==> config.mk <==
export PLATFORM = sky130hd
export DESIGN_NAME = spi_regbank_slave
export DESIGN_NICKNAME = d
export VERILOG_FILES = /design/src/rtl/spi_rb_pkg.sv /design/src/rtl/spi_rb_sync.sv /design/src/rtl/spi_rb_rx.sv /design/src/rtl/spi_rb_tx.sv /design/src/rtl/spi_regbank_slave.sv
export SDC_FILE = /design/constraint.sdc
export NUM_CORES = 1
export LEC_CHECK = 0
export BUFFER_PORTS_ARGS = -buffer_cell sky130_fd_sc_hd__buf_2
export CAP_MARGIN = 20
export CORE_MARGIN = 3
export CORE_UTILIZATION = 52
export CTS_CLUSTER_DIAMETER = 80
export DETAILED_ROUTE_END_ITERATION = 10
export MAX_ROUTING_LAYER = met4
export PLACE_DENSITY = 0.75
export SLEW_MARGIN = 20
export SYNTH_ARGS = -nofsm -noshare
export SYNTH_HDL_FRONTEND = slang
export SYNTH_SLANG_ARGS = --single-unit
==> constraint.sdc <==
create_clock -name clk -period 1.7 [get_ports clk]
set_input_delay 0 -clock clk [delete_from_list [all_inputs] [get_ports clk]]
set_output_delay 0 -clock clk [all_outputs]
set_load 0.03 [all_outputs]
==> src/rtl/spi_rb_pkg.sv <==
package spi_rb_pkg;
  typedef enum logic {
    DIR_READ  = 1'b0,
    DIR_WRITE = 1'b1
  } frame_dir_e;
endpackage

==> src/rtl/spi_rb_sync.sv <==
module spi_rb_sync #(
  parameter int N_SIG  = 3,
  parameter int STAGES = 2,
  parameter logic [N_SIG-1:0] RST_VAL = '0
) (
  input  logic             clk,
  input  logic             rst_n,
  input  logic [N_SIG-1:0] async_in,
  output logic [N_SIG-1:0] sync_out
);
  logic [N_SIG-1:0] chain_q [STAGES];

  genvar s;
  generate
    for (s = 0; s < STAGES; s++) begin : g_stage
      logic [N_SIG-1:0] stage_d;
      if (s == 0) begin : g_first
        assign stage_d = async_in;
      end else begin : g_rest
        assign stage_d = chain_q[s-1];
      end
      always_ff @(posedge clk or negedge rst_n) begin
        if (!rst_n) chain_q[s] <= RST_VAL;
        else        chain_q[s] <= stage_d;
      end
    end
  endgenerate

  assign sync_out = chain_q[STAGES-1];
endmodule

==> src/rtl/spi_rb_rx.sv <==
module spi_rb_rx #(
  parameter int FRAME_W = 16,
  localparam int CW = $clog2(FRAME_W + 1)
) (
  input  logic               clk,
  input  logic               rst_n,
  input  logic               start,
  input  logic               sck_rise,
  input  logic               mosi_s,
  output logic               frame_done,
  output logic [FRAME_W-1:0] frame,
  output logic               mid_frame
);
  logic [CW-1:0]      cnt_q, cnt_d;
  logic [FRAME_W-1:0] sh_q, sh_d;
  logic               done_q, done_d;

  always_comb begin
    cnt_d  = cnt_q;
    sh_d   = sh_q;
    done_d = 1'b0;
    if (start) begin
      cnt_d = '0;
    end else if (sck_rise && (cnt_q < CW'(FRAME_W))) begin
      sh_d   = {sh_q[FRAME_W-2:0], mosi_s};
      cnt_d  = cnt_q + 1'b1;
      done_d = (cnt_q == CW'(FRAME_W - 1));
    end
  end

  always_ff @(posedge clk or negedge rst_n) begin
    if (!rst_n) begin
      cnt_q  <= CW'(FRAME_W);
      sh_q   <= '0;
      done_q <= 1'b0;
    end else begin
      cnt_q  <= cnt_d;
      sh_q   <= sh_d;
      done_q <= done_d;
    end
  end

  assign frame_done = done_q;
  assign frame      = sh_q;
  assign mid_frame  = (cnt_q != '0) && (cnt_q < CW'(FRAME_W));
endmodule

==> src/rtl/spi_rb_tx.sv <==
module spi_rb_tx #(
  parameter int REG_W = 16
) (
  input  logic             clk,
  input  logic             rst_n,
  input  logic             cs_act,
  input  logic             load,
  input  logic [REG_W-1:0] load_val,
  input  logic             shift,
  output logic             miso
);
  logic [REG_W-1:0] sh_q, sh_d;
  logic             miso_q, miso_d;

  always_comb begin
    sh_d = sh_q;
    if (load)       sh_d = load_val;
    else if (shift) sh_d = {sh_q[REG_W-2:0], 1'b0};
    miso_d = cs_act ? sh_d[REG_W-1] : 1'b0;
  end

  always_ff @(posedge clk or negedge rst_n) begin
    if (!rst_n) begin
      sh_q   <= '0;
      miso_q <= 1'b0;
    end else begin
      sh_q   <= sh_d;
      miso_q <= miso_d;
    end
  end

  assign miso = miso_q;
endmodule

==> src/rtl/spi_regbank_slave.sv <==
module spi_regbank_slave
  import spi_rb_pkg::*;
#(
  parameter int ADDR_W      = 7,
  parameter int BYTE_W      = 8,
  parameter int SYNC_STAGES = 2,
  localparam int FRAME_W = 1 + ADDR_W + BYTE_W,
  localparam int REG_W   = 2 * BYTE_W,
  localparam int IDX_W   = ADDR_W - 1
) (
  input  logic              clk,
  input  logic              rst_n,
  input  logic              cs_n,
  input  logic              sck,
  input  logic              mosi,
  output logic              miso,
  output logic              wr_stb,
  output logic [ADDR_W-1:0] wr_byte_addr,
  output logic [BYTE_W-1:0] wr_byte_data,
  output logic              rd_req,
  output logic [IDX_W-1:0]  rd_index,
  input  logic [REG_W-1:0]  rd_data
);
  logic cs_n_s, sck_s, mosi_s;
  logic sck_q, cs_act_q;
  logic cs_act, start, sck_rise, sck_fall;
  logic frame_done, mid_frame;
  logic [FRAME_W-1:0] frame;
  frame_dir_e dir;

  logic              wr_stb_q, wr_stb_d, rd_req_q, rd_req_d, cap_q;
  logic [ADDR_W-1:0] wr_addr_q;
  logic [BYTE_W-1:0] wr_data_q;
  logic [IDX_W-1:0]  rd_idx_q;
  logic [REG_W-1:0]  resp_q, resp_d;

  spi_rb_sync #(.N_SIG(3), .STAGES(SYNC_STAGES), .RST_VAL(3'b110)) u_sync (
    .clk(clk), .rst_n(rst_n),
    .async_in({cs_n, sck, mosi}),
    .sync_out({cs_n_s, sck_s, mosi_s})
  );

  assign cs_act   = ~cs_n_s;
  assign start    = cs_act & ~cs_act_q;
  assign sck_rise = cs_act & sck_s & ~sck_q;
  assign sck_fall = cs_act & ~sck_s & sck_q;

  always_ff @(posedge clk or negedge rst_n) begin
    if (!rst_n) begin
      sck_q    <= 1'b1;
      cs_act_q <= 1'b0;
    end else begin
      sck_q    <= sck_s;
      cs_act_q <= cs_act;
    end
  end

  spi_rb_rx #(.FRAME_W(FRAME_W)) u_rx (
    .clk(clk), .rst_n(rst_n), .start(start), .sck_rise(sck_rise),
    .mosi_s(mosi_s), .frame_done(frame_done), .frame(frame),
    .mid_frame(mid_frame)
  );

  spi_rb_tx #(.REG_W(REG_W)) u_tx (
    .clk(clk), .rst_n(rst_n), .cs_act(cs_act), .load(start),
    .load_val(resp_q), .shift(sck_fall & mid_frame), .miso(miso)
  );

  // Command decode and response tracking
  assign dir = frame_dir_e'(frame[FRAME_W-1]);

  always_comb begin
    wr_stb_d = frame_done && (dir == DIR_WRITE);
    rd_req_d = frame_done && (dir == DIR_READ);
    resp_d   = resp_q;
    if (wr_stb_q)   resp_d = '0;
    else if (cap_q) resp_d = rd_data;
  end

  always_ff @(posedge clk or negedge rst_n) begin
    if (!rst_n) begin
      wr_stb_q  <= 1'b0;
      rd_req_q  <= 1'b0;
      cap_q     <= 1'b0;
      wr_addr_q <= '0;
      wr_data_q <= '0;
      rd_idx_q  <= '0;
      resp_q    <= '0;
    end else begin
      wr_stb_q <= wr_stb_d;
      rd_req_q <= rd_req_d;
      cap_q    <= rd_req_q;
      resp_q   <= resp_d;
      if (wr_stb_d) begin
        wr_addr_q <= frame[FRAME_W-2 -: ADDR_W];
        wr_data_q <= frame[BYTE_W-1:0];
      end
      if (rd_req_d) rd_idx_q <= frame[FRAME_W-2 -: IDX_W];
    end
  end

  assign wr_stb       = wr_stb_q;
  assign wr_byte_addr = wr_addr_q;
  assign wr_byte_data = wr_data_q;
  assign rd_req       = rd_req_q;
  assign rd_index     = rd_idx_q;
endmodule

# Word-level counts from Yosys, hierarchy flattened
# Cells that the tools add are included.
op_classes:
  eq_ne: 1
  add_sub_neg: 1
  n_lt_le_gt_ge: 1
  bitwise: 12
  mux: 9
  reduce_logical: 9
ops:
  columns: ["cell", "count"]
  rows:
  - ["2-to-1 mux 16 bit", 4]
  - ["2-to-1 mux 5 bit", 2]
  - ["bitwise AND 1 bit", 6]
  - ["NOT 1 bit", 6]
  - ["nonzero test 2 bit", 3]
  - ["adder 5 x 1 -> 5 bit, second input constant", 1]
  - ["equality test 5 x 4 -> 1 bit, second input constant", 1]
  - ["less-than comparator 5 bit, second input constant", 1]
  - ["nonzero test 5 bit", 1]
  - ["logical AND 1 bit", 4]
  - ["2-to-1 mux 1 bit", 3]
  - ["AND reduction 2 bit", 1]
totals:
  elab_cells: 50
  inputBits: 21
  out_inout_bits: 24
  register_bits: 87

# Logic depth before layout (Yosys ltp)
# Gate-level depths: netlist of run 1.
logic_depth:
  depth_word: 7
  ltp_mapped: 7
  ltp_nobuf: 5

# Cells and area by module
# Synthesis of run 1 repeated with hierarchy kept, for this count alone.
hier_totals:
  cells_unflattened: 253
  area_unflattened_um2: 3575.9
by_module_without_submodules:
  columns: ["module", "area_per_inst_um2", "seq_area_each_um2", "instances", "cells_per_inst"]
  rows:
  - ["spi_regbank_slave", 1622.8, 1052.3, 1, 108]
  - ["spi_rb_rx", 1009.7, 551.8, 1, 67]
  - ["spi_rb_tx", 788.3, 425.4, 1, 72]
  - ["spi_rb_sync", 155.1, 155.1, 1, 6]

# Worst setup path after synthesis of run 1
# OpenSTA, ideal clock, no wires.
synth_path:
  kind: "reg-to-reg"
  from: "register u_rx.cnt_q[0]"
  to: "register u_tx.sh_q[11]"
  period_less_slack_ns: 1.670
  n_path_buf: 2
  stages_incl_launch_ff: 8
  setup_time_ns: 0.127
  arrival_ns: 1.543
  required_ns: 1.573
  setup_slack_ns: 0.030
  path_cell_list: "dfrtp_1 inv_1 ha_1 or3b_2 clkbuf_1 clkbuf_1 nand4_1 nand3_1"
synth_via:
  elab_chain_len: 4
  elab_cells_between_ends: 5
  classes_between: "order compare: 1; bitwise: 1; reduce/logical: 3"
synth_lines:
  columns: ["element", "line", "rtl"]
  rows:
  - ["start: declaration", "spi_rb_rx.sv:14", "logic [CW-1:0] cnt_q, cnt_d;"]
  - ["start signal: assignment", "spi_rb_rx.sv:33", "cnt_q <= CW'(FRAME_W);"]
  - ["start signal: assignment", "spi_rb_rx.sv:37", "cnt_q <= cnt_d;"]
  - ["less-than comparator 5 bit or nonzero test 5 bit (tied branches)", "spi_rb_rx.sv:45", "assign mid_frame = (cnt_q != '0) && (cnt_q < CW'(FRAME_W));"]
  - ["logical AND 1 bit *", "spi_rb_rx.sv:45", null]
  - ["bitwise AND 1 bit *", "spi_regbank_slave.sv:66", ".load_val(resp_q), .shift(sck_fall & mid_frame), .miso(miso)"]
  - ["nonzero test 2 bit (no source line) *", null, null]
  - ["end signal: assignment", "spi_rb_tx.sv:24", "sh_q <= '0;"]
  - ["end signal: assignment", "spi_rb_tx.sv:27", "sh_q <= sh_d;"]
  - ["end: declaration", "spi_rb_tx.sv:12", "logic [REG_W-1:0] sh_q, sh_d;"]
# Mark *: on every way between the ends. The rest lies on a longest branch, timed or not.
# A chain may end at the register's enable or synchronous reset.

# Worst setup path in the final report of run 1
layout_path:
  from: "register u_sync.chain_q, in the netlist u_sync.sync_out[1]"
  to: "register u_rx.cnt_q[0]"
layout_via:
  elab_chain_len: 4
layout_lines:
  columns: ["element", "line", "rtl"]
  rows:
  - ["start: declaration", "spi_rb_sync.sv:11", "logic [N_SIG-1:0] chain_q [STAGES];"]
  - ["start signal: indexed assignment", "spi_rb_sync.sv:24", "else chain_q[s] <= stage_d;"]
  - ["bitwise AND 1 bit (2 in a row)", "spi_regbank_slave.sv:45", "assign sck_rise = cs_act & sck_s & ~sck_q;"]
  - ["logical AND 1 bit", "spi_rb_rx.sv:24", "end else if (sck_rise && (cnt_q < CW'(FRAME_W))) begin"]
  - ["nonzero test 2 bit (no source line)", null, null]
# Every way passes these cells.

==> results.toml, run 1 <==
[outcome]
outcome = "finished clean"

[route]
viasPerCell = 5.58
ant_nets = 0
vias = 2400
drt_iter0_markers = 189
dr.pass1.iters = 4
drc = 0
wl_um = 6970
wire_per_inst_um = 16.2

[clock_tree]
clk_latency_ns = 0.35
cts-htree-levels = 3
clock_tree.root_cell = "clkbuf_8"
cts_inserted_buffers = 9
cts_tree = "yes"
cts.sinks = 87
clock_path_buffers = 2
clkSlewWorstSetupHoldPaths_ns = 0.09

[timing]
fin_crit_ns = 1.66
setup_slack_ns = 0.0392
worst_slew_pin_slew_ns = 0.708
slew_headroom = 0.528
skew_ns = 0.0136
hold_viol_final = 0
finalSetupViolations = 0
whs_ns = 0.0816
max_freq_mhz = 602
maxSlewViolCount = 0
fin_crit_sh = 0.977

[logic_synthesis]
syn_nets = 302
muxShareOfSynthArea = 0.165
ys_seq_area_frac = 0.604
synth_top_cell_area_share = 0.560
synth_top_family_by_area = "multiplexers"
synthAdderAreaFrac = 0.0104
synth_cells = 278
synth_most_common_cell = "dfrtp_1"
synth_area_leader_cell = "dfrtp_1"
synth_area_leaders = "dfrtp_1, mux2_2, mux2i_1, dfstp_2, o211ai_2"
synth_compound_area_frac = 0.0650
synthFlopType = "dfrtp_1"
synth_cell_type_count = 36
syn_area_um2 = 3620
synth_seq_cells = 87
synth_edf_count = 0
syn_area_per_cell_um2 = 13.0
yosys-top-cells-count = "dfrtp_1, mux2_2, nor2_1"
yosysWarningCount = 0
async_reset_ff_frac = 1.00
synthSimpleGateAreaFrac = 0.120
synth_xor_area_frac = 0

[job]
drv_cap = 0

[layout]
final_nets = 372
area_growth_pct = 22.7
fin_util = 0.680
diodes = 0
drive_above_1_share = 0.388
final_cells = 430

[critical_path]
critPathLaunch = "u_sync.sync_out[1]$_DFF_PN1_"
worst_path_max_delay_cell = "dfstp_2"
rrSetupSlack_ns = 0.04
crit_chain = "or3b_2, mux2_2, a22o_1"
cp.arrival_ns = 1.89
worstSetupPathType = "reg2reg"
start_kind = "flip-flop"
required_ns = 1.93
crit_path_max_fanout = 6
endpoint_kind = "flip-flop"
reg2reg_from = "u_sync.sync_out[1]$_DFF_PN1_"
cpPeakStageDelay_ns = 0.59

[pwr]
vdd_ir_drop_max_uv = 591
leakagePower_uw = 0.00224
power.total_uw = 4250
power_density_nw_per_um2 = 957

[placed_design]
dp_slack_ns = -0.0149
dp_cells = 393
dp_hpwl_um = 4390
gp_congestion = 0.739
port_buffers = 44

[die]
core_um2 = 6530
start_util = 0.554
die_w_um = 89.4
die-area_um2 = 8000
io_pins = 45
num_rows = 29
die_y_um = 89.4

[global_routing]
grt_max_degree = 66
grt_pass1_wl_um = 11600
antenna_found_initial = 0
grt_use_total = 0.200
grt_overflow = 0
grt_pass1_vias = 2412

[worst_hold_path]
min_path_type = "in2async"
## what timing repair did
item / in CTS / in global routing
endpoints found under the setup margin: 3 / 11
hold buffers: 20 / 0
resized for setup: 1 / 4
endpoints found under the hold margin: 100 / 0
buffers inserted: 0 / 1
## per-stage QoR
| step | cell area [µm²] | TNS [ns] |
|---|---|---|
| after floorplan | 3620 | 0 |
| after global placement | 3990 | 0 |
| after detailed placement | 3990 | -0.0149 |
| after CTS | 4420 | 0 |
| after global routing | 4440 | -0.00154 |
| final | 4440 | 0 |
## path summary, 6_finish.rpt
check                                                         end  cells past startpoint
hold / removal                              resp_q[0]$_DFFE_PN0P_                      2
hold reg to reg                      u_sync.sync_out[2]$_DFF_PN1_                      0
max in group asynchronous            u_sync.sync_out[1]$_DFF_PN1_                      3
min in group clk           u_sync.g_stage[1].stage_d[0]$_DFF_PN0_                      2
setup reg to reg                        u_rx.cnt_q[0]$_DFFE_PN0P_                      3
setup / recovery                        u_rx.cnt_q[0]$_DFFE_PN0P_                      3
## cells by family after synthesis
| kind of cell | after synthesis |
|---|---|
| compound gates | 26 |
| mux | 55 |
| fa+ha+maj | 3 |
| simple gates | 81 |
| buf+inv | 26 |
| flops | 87 |
## placed cells by master (no fill, tap or decap), drive strengths merged, types with 3 or more instances in the layout
cell type	count
dfrtp	81
buf	58
mux2	38
dlygate4sd3	20
nor2	20
nand2	19
mux2i	17
nand3	16
o211ai	15
nand4	14
clkbuf	12
inv	7
dfstp	6
o21ai	4
ha	3
## worst max-delay path: cells and delay by family (launching register included)
kind,cells,cell delay [ns]
DFF,1,0.59
and+or+nand+nor,1,0.50
muxes,1,0.28
AOI/OAI and AO/OA,1,0.18
## state kept, by name, summed over array words and instances (netlist names)
name                    count
wr_byte_addr                7
u_sync.g_stage.stage_d      3
u_rx.frame                 16
rd_req                      1
wr_stb                      1
wr_byte_data                8
sck_q                       1
u_tx.miso                   1
u_rx.frame_done             1
cs_act_q                    1
rd_index                    6
resp_q                     16
u_tx.sh_q                  16
u_rx.cnt_q                  5
cap_q                       1
u_sync.sync_out             3
## per-layer routing
metal	part of all wire	global-route usage	vias to the layer above	routed length [µm]
li1	-	-	1131	-
met1	0.45	0.261	1216	3170
met2	0.50	0.307	43	3460
met3	0.031	0.0415	10	217
met4	0.017	0.0812	0	120
met5	0	-	-	0
## final cells by class
| cell class | count | area [µm²] |
|---|---|---|
| multi-input combinational | 165 | 1320 |
| timing repair buffer | 78 | 582 |
| clock inverter | 4 | 77.6 |
| tap | 77 | 96.3 |
| clock buffer | 12 | 155 |
| fill | 481 | 2090 |
| inverter | 7 | 26.3 |
| sequential | 87 | 2180 |
## where the power goes
part / total [µW] / switching (µW) / leakage (µW) / internal (µW)
Clock: 1630 / 712 / 0.000117 / 915
Sequential: 2200 / 51.4 / 0.00118 / 2150
Combinational: 426 / 242 / 0.000946 / 184
Total: 4250 / 1010 / 0.00224 / 3240
Power figures use the tool's default switching activity.
==> run 2, diff against run 1 <==
Settings changed: MAX_ROUTING_LAYER met4 to default.
==> run 2 against run 1 <==
Against the previous run: final cell count unchanged; wire length grew 0.49%; worst hold slack lost 0.0016 ns; die area unchanged; power hardly changed; highest routed layer unchanged; sequential cell count did not move; utilization stayed put; sequential power about the same; sequential share of layout area stayed put; clock power barely moved.
==> results.toml, run 2 (synthesis results as in run 1) <==
[outcome]
outcome = "finished clean"

[route]
dr.pass1.iters = 4
viasPerCell = 5.63
wire_per_inst_um = 16.3
vias = 2421
drc = 0
drt_iter0_markers = 167
ant_nets = 0
wl_um = 7000

[die]
start_util = 0.554
die_y_um = 89.4
die_w_um = 89.4
die-area_um2 = 8000
num_rows = 29
core_um2 = 6530
io_pins = 45

[timing]
fin_crit_ns = 1.66
max_freq_mhz = 601
skew_ns = 0.0134
slew_headroom = 0.525
whs_ns = 0.0799
maxSlewViolCount = 0
hold_viol_final = 0
fin_crit_sh = 0.978
worst_slew_pin_slew_ns = 0.711
finalSetupViolations = 0

[critical_path]
crit_path_max_fanout = 6
start_kind = "flip-flop"
cp.arrival_ns = 1.90
required_ns = 1.93
worstSetupPathType = "reg2reg"
endpoint_kind = "flip-flop"

[clock_tree]
clock_tree.root_cell = "clkbuf_8"
clk_latency_ns = 0.35
cts-htree-levels = 3
cts_tree = "yes"
clkSlewWorstSetupHoldPaths_ns = 0.09
cts_inserted_buffers = 9
clock_path_buffers = 2
cts.sinks = 87

[job]
drv_cap = 0

[placed_design]
gp_congestion = 0.730
port_buffers = 44
dp_hpwl_um = 4390

[pwr]
vdd_ir_drop_max_uv = 591
power_density_nw_per_um2 = 957
power.total_uw = 4250
leakagePower_uw = 0.00224

[layout]
area_growth_pct = 22.7
layout_commonest_cell = "dfrtp_1"
layout_common_cells = "dfrtp_1, buf_2, mux2_2"
diodes = 0
drive_above_1_share = 0.388
fill_cells = 481
final_nets = 372

[global_routing]
grt.met3_usage = 0.0488
grt_pass1_vias = 2416
grt_pass1_wl_um = 11600
grt_overflow = 0
grt_max_degree = 66
met2_usage = 0.309
antenna_found_initial = 0
grt_use_met1 = 0.254
grt-busiest-layer = "met2"
grt_use_total = 0.194

[worst_hold_path]
min_path_type = "in2async"
[run 2: cell counts in the layout (fill, tap and decap cells not counted)]
Identical to the previous run, type by type.
[run 2: final cells by class]
class	instances	area [µm²]	area share
Sequential cell	87	2180	0.492
Multi-Input combinational cell	165	1320	0.297
Timing Repair Buffer	78	582	0.131
Clock buffer	12	155	0.0349
Tap cell	77	96.3	0.0217
Clock inverter	4	77.6	0.0175
Inverter	7	26.3	0.00591
[run 2: metal layers]
layer / wire [µm] / up-vias
met1: 3190 / 1236
met3: 252 / 11
met2: 3430 / 42
met4: 132 / 0
li1: - / 1132
met5: 0 / -
[run 2: what timing repair did]
action,in CTS,in global routing
setup buffers,0,1
setup endpoints to repair,3,11
resized for setup,1,4
endpoints found under the hold margin,100,0
hold buffers,20,0
[run 2: worst max-delay path, cell delays in order (launching register included)]
cell and delay [ns]:
dfstp_2 0.59, or3b_2 0.50, mux2_2 0.28, a22o_1 0.18
[run 2: per-stage QoR]
| step | setup WS (ns) | util | TNS, ns | area (µm²) | cells |
|---|---|---|---|---|---|
| CTS | 0.000824 | 0.677 | 0 | 4420 | 429 |
| detailed placement | -0.0149 | 0.611 | -0.0149 | 3990 | 393 |
| global placement | 0.0481 | 0.611 | 0 | 3990 | 393 |
| global route | -0.00154 | 0.680 | -0.00154 | 4440 | 430 |
| finish | 0.0367 | 0.680 | 0 | 4440 | 430 |
| floorplan | 0.0301 | - | 0 | 3620 | 278 |
[run 2: worst paths after layout]
kind	startpoint	to	slack, ns	depth (start not counted)
max	u_sync.sync_out[1]$_DFF_PN1_	u_rx.cnt_q[0]$_DFFE_PN0P_	0.04	3
min in group clk	mosi	u_sync.g_stage[1].stage_d[0]$_DFF_PN0_	0.29	2
max in group asynchronous	rst_n	u_sync.sync_out[1]$_DFF_PN1_	0.95	3
min	rst_n	resp_q[0]$_DFFE_PN0P_	0.08	2
min reg2reg	u_sync.g_stage[1].stage_d[2]$_DFF_PN1_	u_sync.sync_out[2]$_DFF_PN1_	0.36	0
max reg2reg	u_sync.sync_out[1]$_DFF_PN1_	u_rx.cnt_q[0]$_DFFE_PN0P_	0.04	3
[run 2: power breakdown]
part           switching, µW  internal (µW)
logic                    242            184
registers               51.4           2150
clock network            717            915
==> run 3, diff against run 2 <==
Settings changed: CORE_ASPECT_RATIO from default to 2, SLEW_MARGIN 20 to default.
==> run 3 against run 2 <==
Against the previous run: register-to-register slack better by 0.02 ns; sequential cell count unchanged; clock-buffer cell count is 1 higher; global-route usage rose by 0.071 points.
==> results.toml, run 3 (synthesis results as in run 1) <==
[global_routing]
grt_max_degree = 42
grt_overflow = 0
grt_pass1_vias = 2479
antenna_found_initial = 0
met2_usage = 0.355
grt.met3_usage = 0.0415
grt_use_met1 = 0.210
grt-busiest-layer = "met2"
grt_pass1_wl_um = 11800
grt_use_total = 0.195

[timing]
fin_crit_sh = 0.969
max_freq_mhz = 607
hold_viol_final = 0
setup_slack_ns = 0.0531
skew_ns = 0.00609
fin_crit_ns = 1.65
maxSlewViolCount = 0
slew_headroom = 0.512
whs_ns = 0.121
worst_slew_pin_slew_ns = 0.731
finalSetupViolations = 0

[route]
vias = 2449
ant_nets = 0
wire_per_inst_um = 16.2
dr.pass1.iters = 4
wl_um = 7250
viasPerCell = 5.47
drc = 0
drt_iter0_markers = 165

[worst_hold_path]
min_path_type = "in2async"

[layout]
final_nets = 379
layout_commonest_cell = "dfrtp_1"
layout_common_cells = "dfrtp_1, buf_2, mux2_2"
seqCellArea_um2 = 2180
multi_input_area_um2 = 1320
diodes = 0
fill_cells = 500
drive_above_1_share = 0.394
area_growth_pct = 25.8

[critical_path]
required_ns = 1.90
endpoint_kind = "flip-flop"
path_buf_inv = 2
worstSetupPathType = "reg2reg"
cp.arrival_ns = 1.85
crit_chain = "inv_1, ha_1, or3b_2, buf_4, nand4_1, nand3_1"
start_kind = "flip-flop"
critPathTopFamily = "simple AND/OR/NAND/NOR gates"
cp_num_cells = 6
reg2reg_from = "u_rx.cnt_q[0]$_DFFE_PN0P_"
cpPeakStageDelay_ns = 0.52
critPathLaunch = "u_rx.cnt_q[0]$_DFFE_PN0P_"
worst_path_max_delay_cell = "or3b_2"
r2r_cells = 6
crit_path_max_fanout = 6

[placed_design]
gp_congestion = 0.847
dp_hpwl_um = 4840
port_buffers = 44
dp_slack_ns = 0.00368

[die]
start_util = 0.542
io_pins = 45
die_w_um = 65.0
die_y_um = 124
num_rows = 42
die-area_um2 = 8060
core_um2 = 6670

[clock_tree]
clock_tree.root_cell = "clkbuf_16"
cts_inserted_buffers = 9
cts_tree = "yes"
clock_path_buffers = 2
cts.sinks = 87
clkSlewWorstSetupHoldPaths_ns = 0.06
clk_latency_ns = 0.33
cts-htree-levels = 3

[pwr]
vdd_ir_drop_max_uv = 1020
power_density_nw_per_um2 = 1010
power.total_uw = 4590
leakagePower_uw = 0.00229

[job]
drv_cap = 0

[outcome]
outcome = "finished clean"
run 3: cell count changes in the layout (fill, tap and decap cells not counted), moves of 2 or more:
cell / before / now
buf_4: 10 / 18
clkinv_4: 2 / 0
clkbuf_8: 11 / 1
clkbuf_1: 1 / 3
clkbuf_16: 0 / 9
run 3: layout make-up:
type                    count  area share
inverters                   7     0.00577
multi-input cells         165       0.289
flip-flops and latches     87       0.480
clock inverters             3     0.00935
repair buffers             85       0.137
well taps                  88      0.0242
clock buffers              13      0.0550
run 3: power breakdown:
group          internal, µW  leakage (µW)  switching (µW)
Sequential             2150       0.00118            47.7
Combinational           227      0.000971             252
Clock                  1180      0.000140             736
Total                  3550       0.00229            1040
run 3: worst reg2reg max path: stages (launching register included):
cell and delay [ns]:
dfrtp_1 0.39, inv_1 0.08, ha_1 0.16, or3b_2 0.52, buf_4 0.19, nand4_1 0.10, nand3_1 0.10
run 3: final timing paths:
path / slack [ns] / end
max: 0.05 / u_tx.sh_q[8]$_DFFE_PN0P_
min: 0.12 / u_sync.g_stage[1].stage_d[0]$_DFF_PN0_
max reg2reg: 0.05 / u_tx.sh_q[8]$_DFFE_PN0P_
min reg2reg: 0.36 / u_sync.sync_out[1]$_DFF_PN1_
max in group asynchronous: 0.93 / sck_q$_DFF_PN1_
min in group clk: 0.31 / u_sync.g_stage[1].stage_d[2]$_DFF_PN1_
run 3: through the flow:
step,instance area [µm²],util,instances,TNS (ns)
5_1_grt,4550,0.682,448,-0.00148
2_1_floorplan,3620,-,278,0
4_1_cts,4530,0.679,446,0
3_5_place_dp,4030,0.604,410,0
6_report,4550,0.682,448,0
3_3_place_gp,4030,0.604,410,0
run 3: routing by layer:
layer / wire (µm) / part of all wire
met1: 2730 / 0.38
met2: 4140 / 0.57
met3: 213 / 0.029
met4: 162 / 0.022
met5: 0 / 0
run 3: what timing repair did:
item / CTS / global route
pin swaps: 0 / 0
setup endpoints to repair: 5 / 12
hold buffers: 20 / 0
resized for setup: 1 / 2
endpoints found under the hold margin: 100 / 0
buffers inserted: 0 / 2
